<file path="config.mk">
export PLATFORM = sky130hd
export DESIGN_NAME = pci_burst_target
export DESIGN_NICKNAME = d
export VERILOG_FILES = /design/src/rtl/pbt_pkg.sv /design/src/rtl/pbt_decode.sv /design/src/rtl/pbt_addr_gen.sv /design/src/rtl/pbt_fsm.sv /design/src/rtl/pci_burst_target.sv
export SDC_FILE = /design/constraint.sdc
export NUM_CORES = 1
export LEC_CHECK = 0
export ABC_AREA = 1
export BUFFER_PORTS_ARGS = -buffer_cell sky130_fd_sc_hd__buf_2
export CAP_MARGIN = 20
export CORE_MARGIN = 2
export CORE_UTILIZATION = 34
export CTS_BUF_LIST = sky130_fd_sc_hd__clkbuf_2 sky130_fd_sc_hd__clkbuf_4 sky130_fd_sc_hd__clkbuf_8
export CTS_CLUSTER_DIAMETER = 150
export DETAILED_ROUTE_END_ITERATION = 8
export GPL_TIMING_DRIVEN = 0
export PLACE_DENSITY = 0.83
export SLEW_MARGIN = 40
export SYNTH_ARGS = -nofsm -noshare
export SYNTH_HDL_FRONTEND = slang
export SYNTH_SLANG_ARGS = --single-unit
export TNS_END_PERCENT = 100
</file>
<file path="constraint.sdc">
create_clock -name clk -period 1.44 [get_ports clk]
set_input_delay 0.072 -clock clk [delete_from_list [all_inputs] [get_ports clk]]
set_output_delay 0.072 -clock clk [all_outputs]
set_load 0.02 [all_outputs]
</file>
<file path="src/rtl/pbt_pkg.sv">
package pbt_pkg;

  typedef enum logic [1:0] {
    ST_IDLE = 2'd0,
    ST_TURN = 2'd1,
    ST_DATA = 2'd2,
    ST_SKIP = 2'd3
  } pbt_state_e;

  localparam logic [3:0] CMD_MEM_RD = 4'b0110;
  localparam logic [3:0] CMD_MEM_WR = 4'b0111;

  function automatic logic is_mem_cmd(input logic [3:0] cmd);
    return (cmd == CMD_MEM_RD) || (cmd == CMD_MEM_WR);
  endfunction

  function automatic logic [3:0] lanes_from_cbe(input logic [3:0] cbe_n);
    return ~cbe_n;
  endfunction

endpackage

</file>
<file path="src/rtl/pbt_decode.sv">
module pbt_decode #(
  parameter logic [31:0] BASE_ADDR = 32'h8000_0000,
  parameter int unsigned WORD_BITS = 4
) (
  input  logic [31:0]          ad,
  input  logic [3:0]           cbe_n,
  output logic                 hit,
  output logic                 is_read,
  output logic [WORD_BITS-1:0] start_word
);
  import pbt_pkg::*;

  localparam int unsigned LSB = WORD_BITS + 2;

  logic win_match;
  logic [1:0] unused_lo;

  assign unused_lo  = ad[1:0];
  assign win_match  = (ad[31:LSB] == BASE_ADDR[31:LSB]);
  assign hit        = win_match && is_mem_cmd(cbe_n);
  assign is_read    = (cbe_n == CMD_MEM_RD);
  assign start_word = ad[LSB-1:2];

endmodule

</file>
<file path="src/rtl/pbt_addr_gen.sv">
module pbt_addr_gen #(
  parameter int unsigned WORD_BITS = 4
) (
  input  logic                 clk,
  input  logic                 rst_n,
  input  logic                 load,
  input  logic [WORD_BITS-1:0] load_word,
  input  logic                 advance,
  output logic [WORD_BITS-1:0] word
);

  function automatic logic [WORD_BITS-1:0] step(input logic [WORD_BITS-1:0] w);
    return w + 1'b1;
  endfunction

  always_ff @(posedge clk or negedge rst_n) begin
    if (!rst_n) begin
      word <= '0;
    end else if (load) begin
      word <= load_word;
    end else if (advance) begin
      word <= step(word);
    end
  end

endmodule

</file>
<file path="src/rtl/pbt_fsm.sv">
module pbt_fsm (
  input  logic clk,
  input  logic rst_n,
  input  logic frame_n,
  input  logic irdy_n,
  input  logic hit,
  input  logic is_read,
  output logic trdy_n,
  output logic devsel_n,
  output logic ad_oe,
  output logic bus_idle,
  output logic start,
  output logic xfer,
  output logic last,
  output logic read_q
);
  import pbt_pkg::*;

  pbt_state_e state_q, state_d;
  logic       idle_q;

  assign bus_idle = frame_n && irdy_n && trdy_n && devsel_n;
  assign start    = (state_q == ST_IDLE) && !frame_n && idle_q;
  assign xfer     = (state_q == ST_DATA) && !irdy_n && !trdy_n;
  assign last     = xfer && frame_n;

  always_comb begin
    state_d = state_q;
    unique case (state_q)
      ST_IDLE: if (start) state_d = hit ? ST_TURN : ST_SKIP;
      ST_TURN: state_d = ST_DATA;
      ST_DATA: if (last) state_d = ST_IDLE;
      ST_SKIP: if (frame_n && irdy_n) state_d = ST_IDLE;
      default: state_d = ST_IDLE;
    endcase
  end

  always_ff @(posedge clk or negedge rst_n) begin
    if (!rst_n) begin
      state_q  <= ST_IDLE;
      trdy_n   <= 1'b1;
      devsel_n <= 1'b1;
      ad_oe    <= 1'b0;
      idle_q   <= 1'b0;
      read_q   <= 1'b0;
    end else begin
      state_q  <= state_d;
      trdy_n   <= (state_d != ST_DATA);
      devsel_n <= (state_d != ST_DATA);
      ad_oe    <= (state_d == ST_DATA) && read_q;
      idle_q   <= bus_idle;
      if (start) read_q <= is_read;
    end
  end

endmodule

</file>
<file path="src/rtl/pci_burst_target.sv">
module pci_burst_target #(
  parameter logic [31:0] BASE_ADDR = 32'h8000_0000,
  parameter int unsigned WORD_BITS = 4
) (
  input  logic                 clk,
  input  logic                 rst_n,
  input  logic                 frame_n,
  input  logic                 irdy_n,
  input  logic [31:0]          ad_i,
  input  logic [3:0]           cbe_n,
  output logic                 trdy_n,
  output logic                 devsel_n,
  output logic [31:0]          ad_o,
  output logic                 ad_oe,
  output logic                 bus_idle,
  output logic [WORD_BITS-1:0] lcl_addr,
  output logic                 lcl_we,
  output logic [3:0]           lcl_be,
  output logic [31:0]          lcl_wdata,
  output logic                 lcl_re,
  input  logic [31:0]          lcl_rdata
);
  import pbt_pkg::*;

  logic                 dec_hit;
  logic                 dec_read;
  logic [WORD_BITS-1:0] dec_word;
  logic                 ev_start;
  logic                 ev_xfer;
  logic                 ev_last;
  logic                 rd_txn;
  logic                 unused_last;

  pbt_decode #(.BASE_ADDR(BASE_ADDR), .WORD_BITS(WORD_BITS)) i_decode (
    .ad(ad_i), .cbe_n(cbe_n), .hit(dec_hit), .is_read(dec_read), .start_word(dec_word)
  );

  pbt_fsm i_fsm (
    .clk(clk), .rst_n(rst_n), .frame_n(frame_n), .irdy_n(irdy_n),
    .hit(dec_hit), .is_read(dec_read),
    .trdy_n(trdy_n), .devsel_n(devsel_n), .ad_oe(ad_oe), .bus_idle(bus_idle),
    .start(ev_start), .xfer(ev_xfer), .last(ev_last), .read_q(rd_txn)
  );

  pbt_addr_gen #(.WORD_BITS(WORD_BITS)) i_addr (
    .clk(clk), .rst_n(rst_n), .load(ev_start), .load_word(dec_word),
    .advance(ev_xfer), .word(lcl_addr)
  );

  assign unused_last = ev_last;
  assign lcl_we      = ev_xfer && !rd_txn;
  assign lcl_re      = ev_xfer && rd_txn;
  assign lcl_wdata   = ad_i;
  assign lcl_be      = lanes_from_cbe(cbe_n);
  assign ad_o        = ad_oe ? lcl_rdata : 32'h0;

endmodule

</file>
==> impl_metrics.yaml <==
power:
  vdd_drop_max_uv: 417
  leakage_uw: 0.00162
  power_density_mw_per_mm2: 1090
timing:
  setup_violations: 0
  slew_violations: 0
  fin_skew_ns: 0.00907
  worstMarginPinSlew_ns: 0.222
  min_period_ns: 1.34
  min_period_over_period_pct: 93.0
  fin_hold_ws_ns: 0.0472
  finalHoldViolations: 0
  max_freq_mhz: 747
  rsz0062_at_grt: "false"
  tns_ns: 0
  max-slew-margin-rel_pct: 85.2
logic_synthesis:
  yosys-top-cells-count: "64 x nand2_1, 58 x inv_1, 33 x buf_4"
  synth_largest_area_cell: "buf_4"
  yosys_warnings: 0
  synth.avg_cell_area_um2: 5.75
  ys_ff_latch: 10
  synth-seq-area-share_pct: 20.4
  synth_cell_type_count: 21
  synth.most_common_cell: "nand2_1"
  synthesis.area_mm2: 0.00123
  synth_top_area_share_pct: 20.1
  async_flop_share_pct: 100
  synthFlopType: "dfrtp_1"
  synth_nets: 287
  syn_inst: 214
  synthTopCellsByArea: "buf_4 20%, nand2_1 20%, dfrtp_1 18%"
  synth_edf_count: 0
layout:
  fin_cells: 412
  area.growth.synth_to_final_pct: 68.2
  drive_above_1_share_pct: 56.0
  diodes: 0
  nets: 440
flow_run:
  drv_cap: 0
routing:
  ant_nets: 0
  drtPass1Iterations: 4
  drc: 0
  wire_per_inst_um: 9.27
  viasPerCell: 4.07
  via_count: 1678
  drt-total-wl_um: 3820
  drtIter0Drc: 13
cts:
  cts_tree: "yes"
  cts_sinks: 10
  post_cts_buffers: 0
  cts_buffers: 3
  clock_tree.buffer_depth: 2
  cts.reportedPaths.clkPinSlew_ns: 0.07
  clk_latency_ns: 0.28
  htree_levels: 1
  cts-root-buf: "clkbuf_4"
floorplan:
  die_height_um: 64.1
  core_mm2: 0.00342
  initial_core_util_pct: 36.0
  die-width_um: 64.1
  io_pins: 150
  die-area_mm2: 0.00411
  std_cell_rows: 21
setup_path:
  cp-start-kind: "flop"
  worst_ep_required_time_ns: 1.37
  reg2regPathDepth: 6
  r2r-end: "i_addr.word[2]"
  crit_arrival_ns: 1.27
  reg2reg_slack_ns: 0.16
  crit_type: "flop to output pin"
  critPathMaxFanout: 4
  reg2reg_from: "i_addr.word[0]"
  cp-end-kind: "output pin"
worst_hold_path:
  min_to: "i_addr.word[0]"
  hp-class: "input port to flop"
  hold_start: "ad_i[2]"
  min_path_cells: 3
grt:
  overflow: 0
  track_usage_pct: 18.6
  grt_max_degree: 11
  grt_pass1_wl_um: 6150
  grt_pass1_vias: 1560
  antenna_found_initial: 0
status:
  outcome: "complete, no violations"
placement:
  dpl.hpwl_um: 3390
  dp_cells: 407
  io_buffers: 147
  globalplace.congestion: 0.839
[stage by stage]
stage	setup WS (ns)	cell area (um^2)	power [uW]	util (%)
2_1_floorplan	0.127	1230	1510	-
5_1_grt	0.0119	2070	2470	60.5
4_1_cts	0.0257	2060	2270	60.4
3_5_place_dp	0.170	2020	2030	59.2
6_report	0.101	2070	2250	60.5
3_3_place_gp	0.196	2020	1990	59.2
[kinds of logic after synthesis]
| family | synth area share, % |
|---|---|
| AOI/OAI and AO/OA | 1.53 |
| buffers and inverters | 40.8 |
| adders and majority gates | 1.02 |
| DFF | 20.4 |
| and+or+nand+nor | 36.2 |
[worst max path at each step]
stage / startpoint / to / slack [ns]
detailed placement: i_addr.word[0] / i_addr.word[2] / 0.17
CTS: i_fsm.state_q[0] / lcl_we / 0.03
finish: i_fsm.state_q[0] / lcl_we / 0.10
floorplan: i_addr.word[0] / i_addr.word[2] / 0.13
global placement: i_addr.word[0] / i_addr.word[2] / 0.20
global route: i_fsm.state_q[0] / lcl_re / 0.01
[metal layers]
metal / share of wire, % / GRT usage (%) / vias up
met3: 13 / 5.46 / 9
met4: 2.3 / 7.98 / 0
li1: - / - / 869
met1: 33 / 16.7 / 697
met5: 0 / 0 / -
met2: 52 / 37.4 / 103
[repair_timing]
| action | in CTS | in global routing |
|---|---|---|
| gates resized for setup | 0 | 2 |
| setup endpoints to repair | 0 | 2 |
| endpoints found under the hold margin | 10 | 0 |
| hold buffers | 1 | 0 |
[where the power goes]
part / total, uW / internal, uW / switching [uW]
Sequential: 512 / 402 / 110
Combinational: 1510 / 566 / 943
Clock: 233 / 126 / 106
Total: 2250 / 1090 / 1160
[registers in the layout (all words and copies together) (netlist names)]
name / cells
i_addr.word: 4
i_fsm.state_q: 2
i_fsm.ad_oe: 1
i_fsm.idle_q: 1
i_fsm.read_q: 1
i_fsm.trdy_n: 1
[area by class of cell]
class	count	area (um^2)
fillers	325	1350
repair buffers	148	748
multi-input cells	105	479
plain buffers	36	263
flip-flops and latches	10	251
inverters	63	239
well taps	46	57.6
clock buffers	4	30.0
[worst max-delay path: stages (launching register included)]
cell     delay (ns)
dfrtp_1        0.42
nor2_2         0.15
nand3_2        0.13
nor2_2         0.11
buf_2          0.17
[cells in the final DEF (no fill, tap or decap), types with 2 or more instances in the layout]
cell type | netlist | layout
nor2_2 | 2 | 3
inv_2 | 4 | 4
clkbuf_4 | 0 | 4
o21ai_0 | 2 | 2
buf_2 | 3 | 149
nor2_1 | 18 | 17
dfrtp_1 | 9 | 9
nand2_1 | 64 | 64
inv_1 | 58 | 58
nand3_1 | 8 | 8
nand2_2 | 3 | 3
buf_4 | 33 | 34
Power figures use the tool's default switching activity.
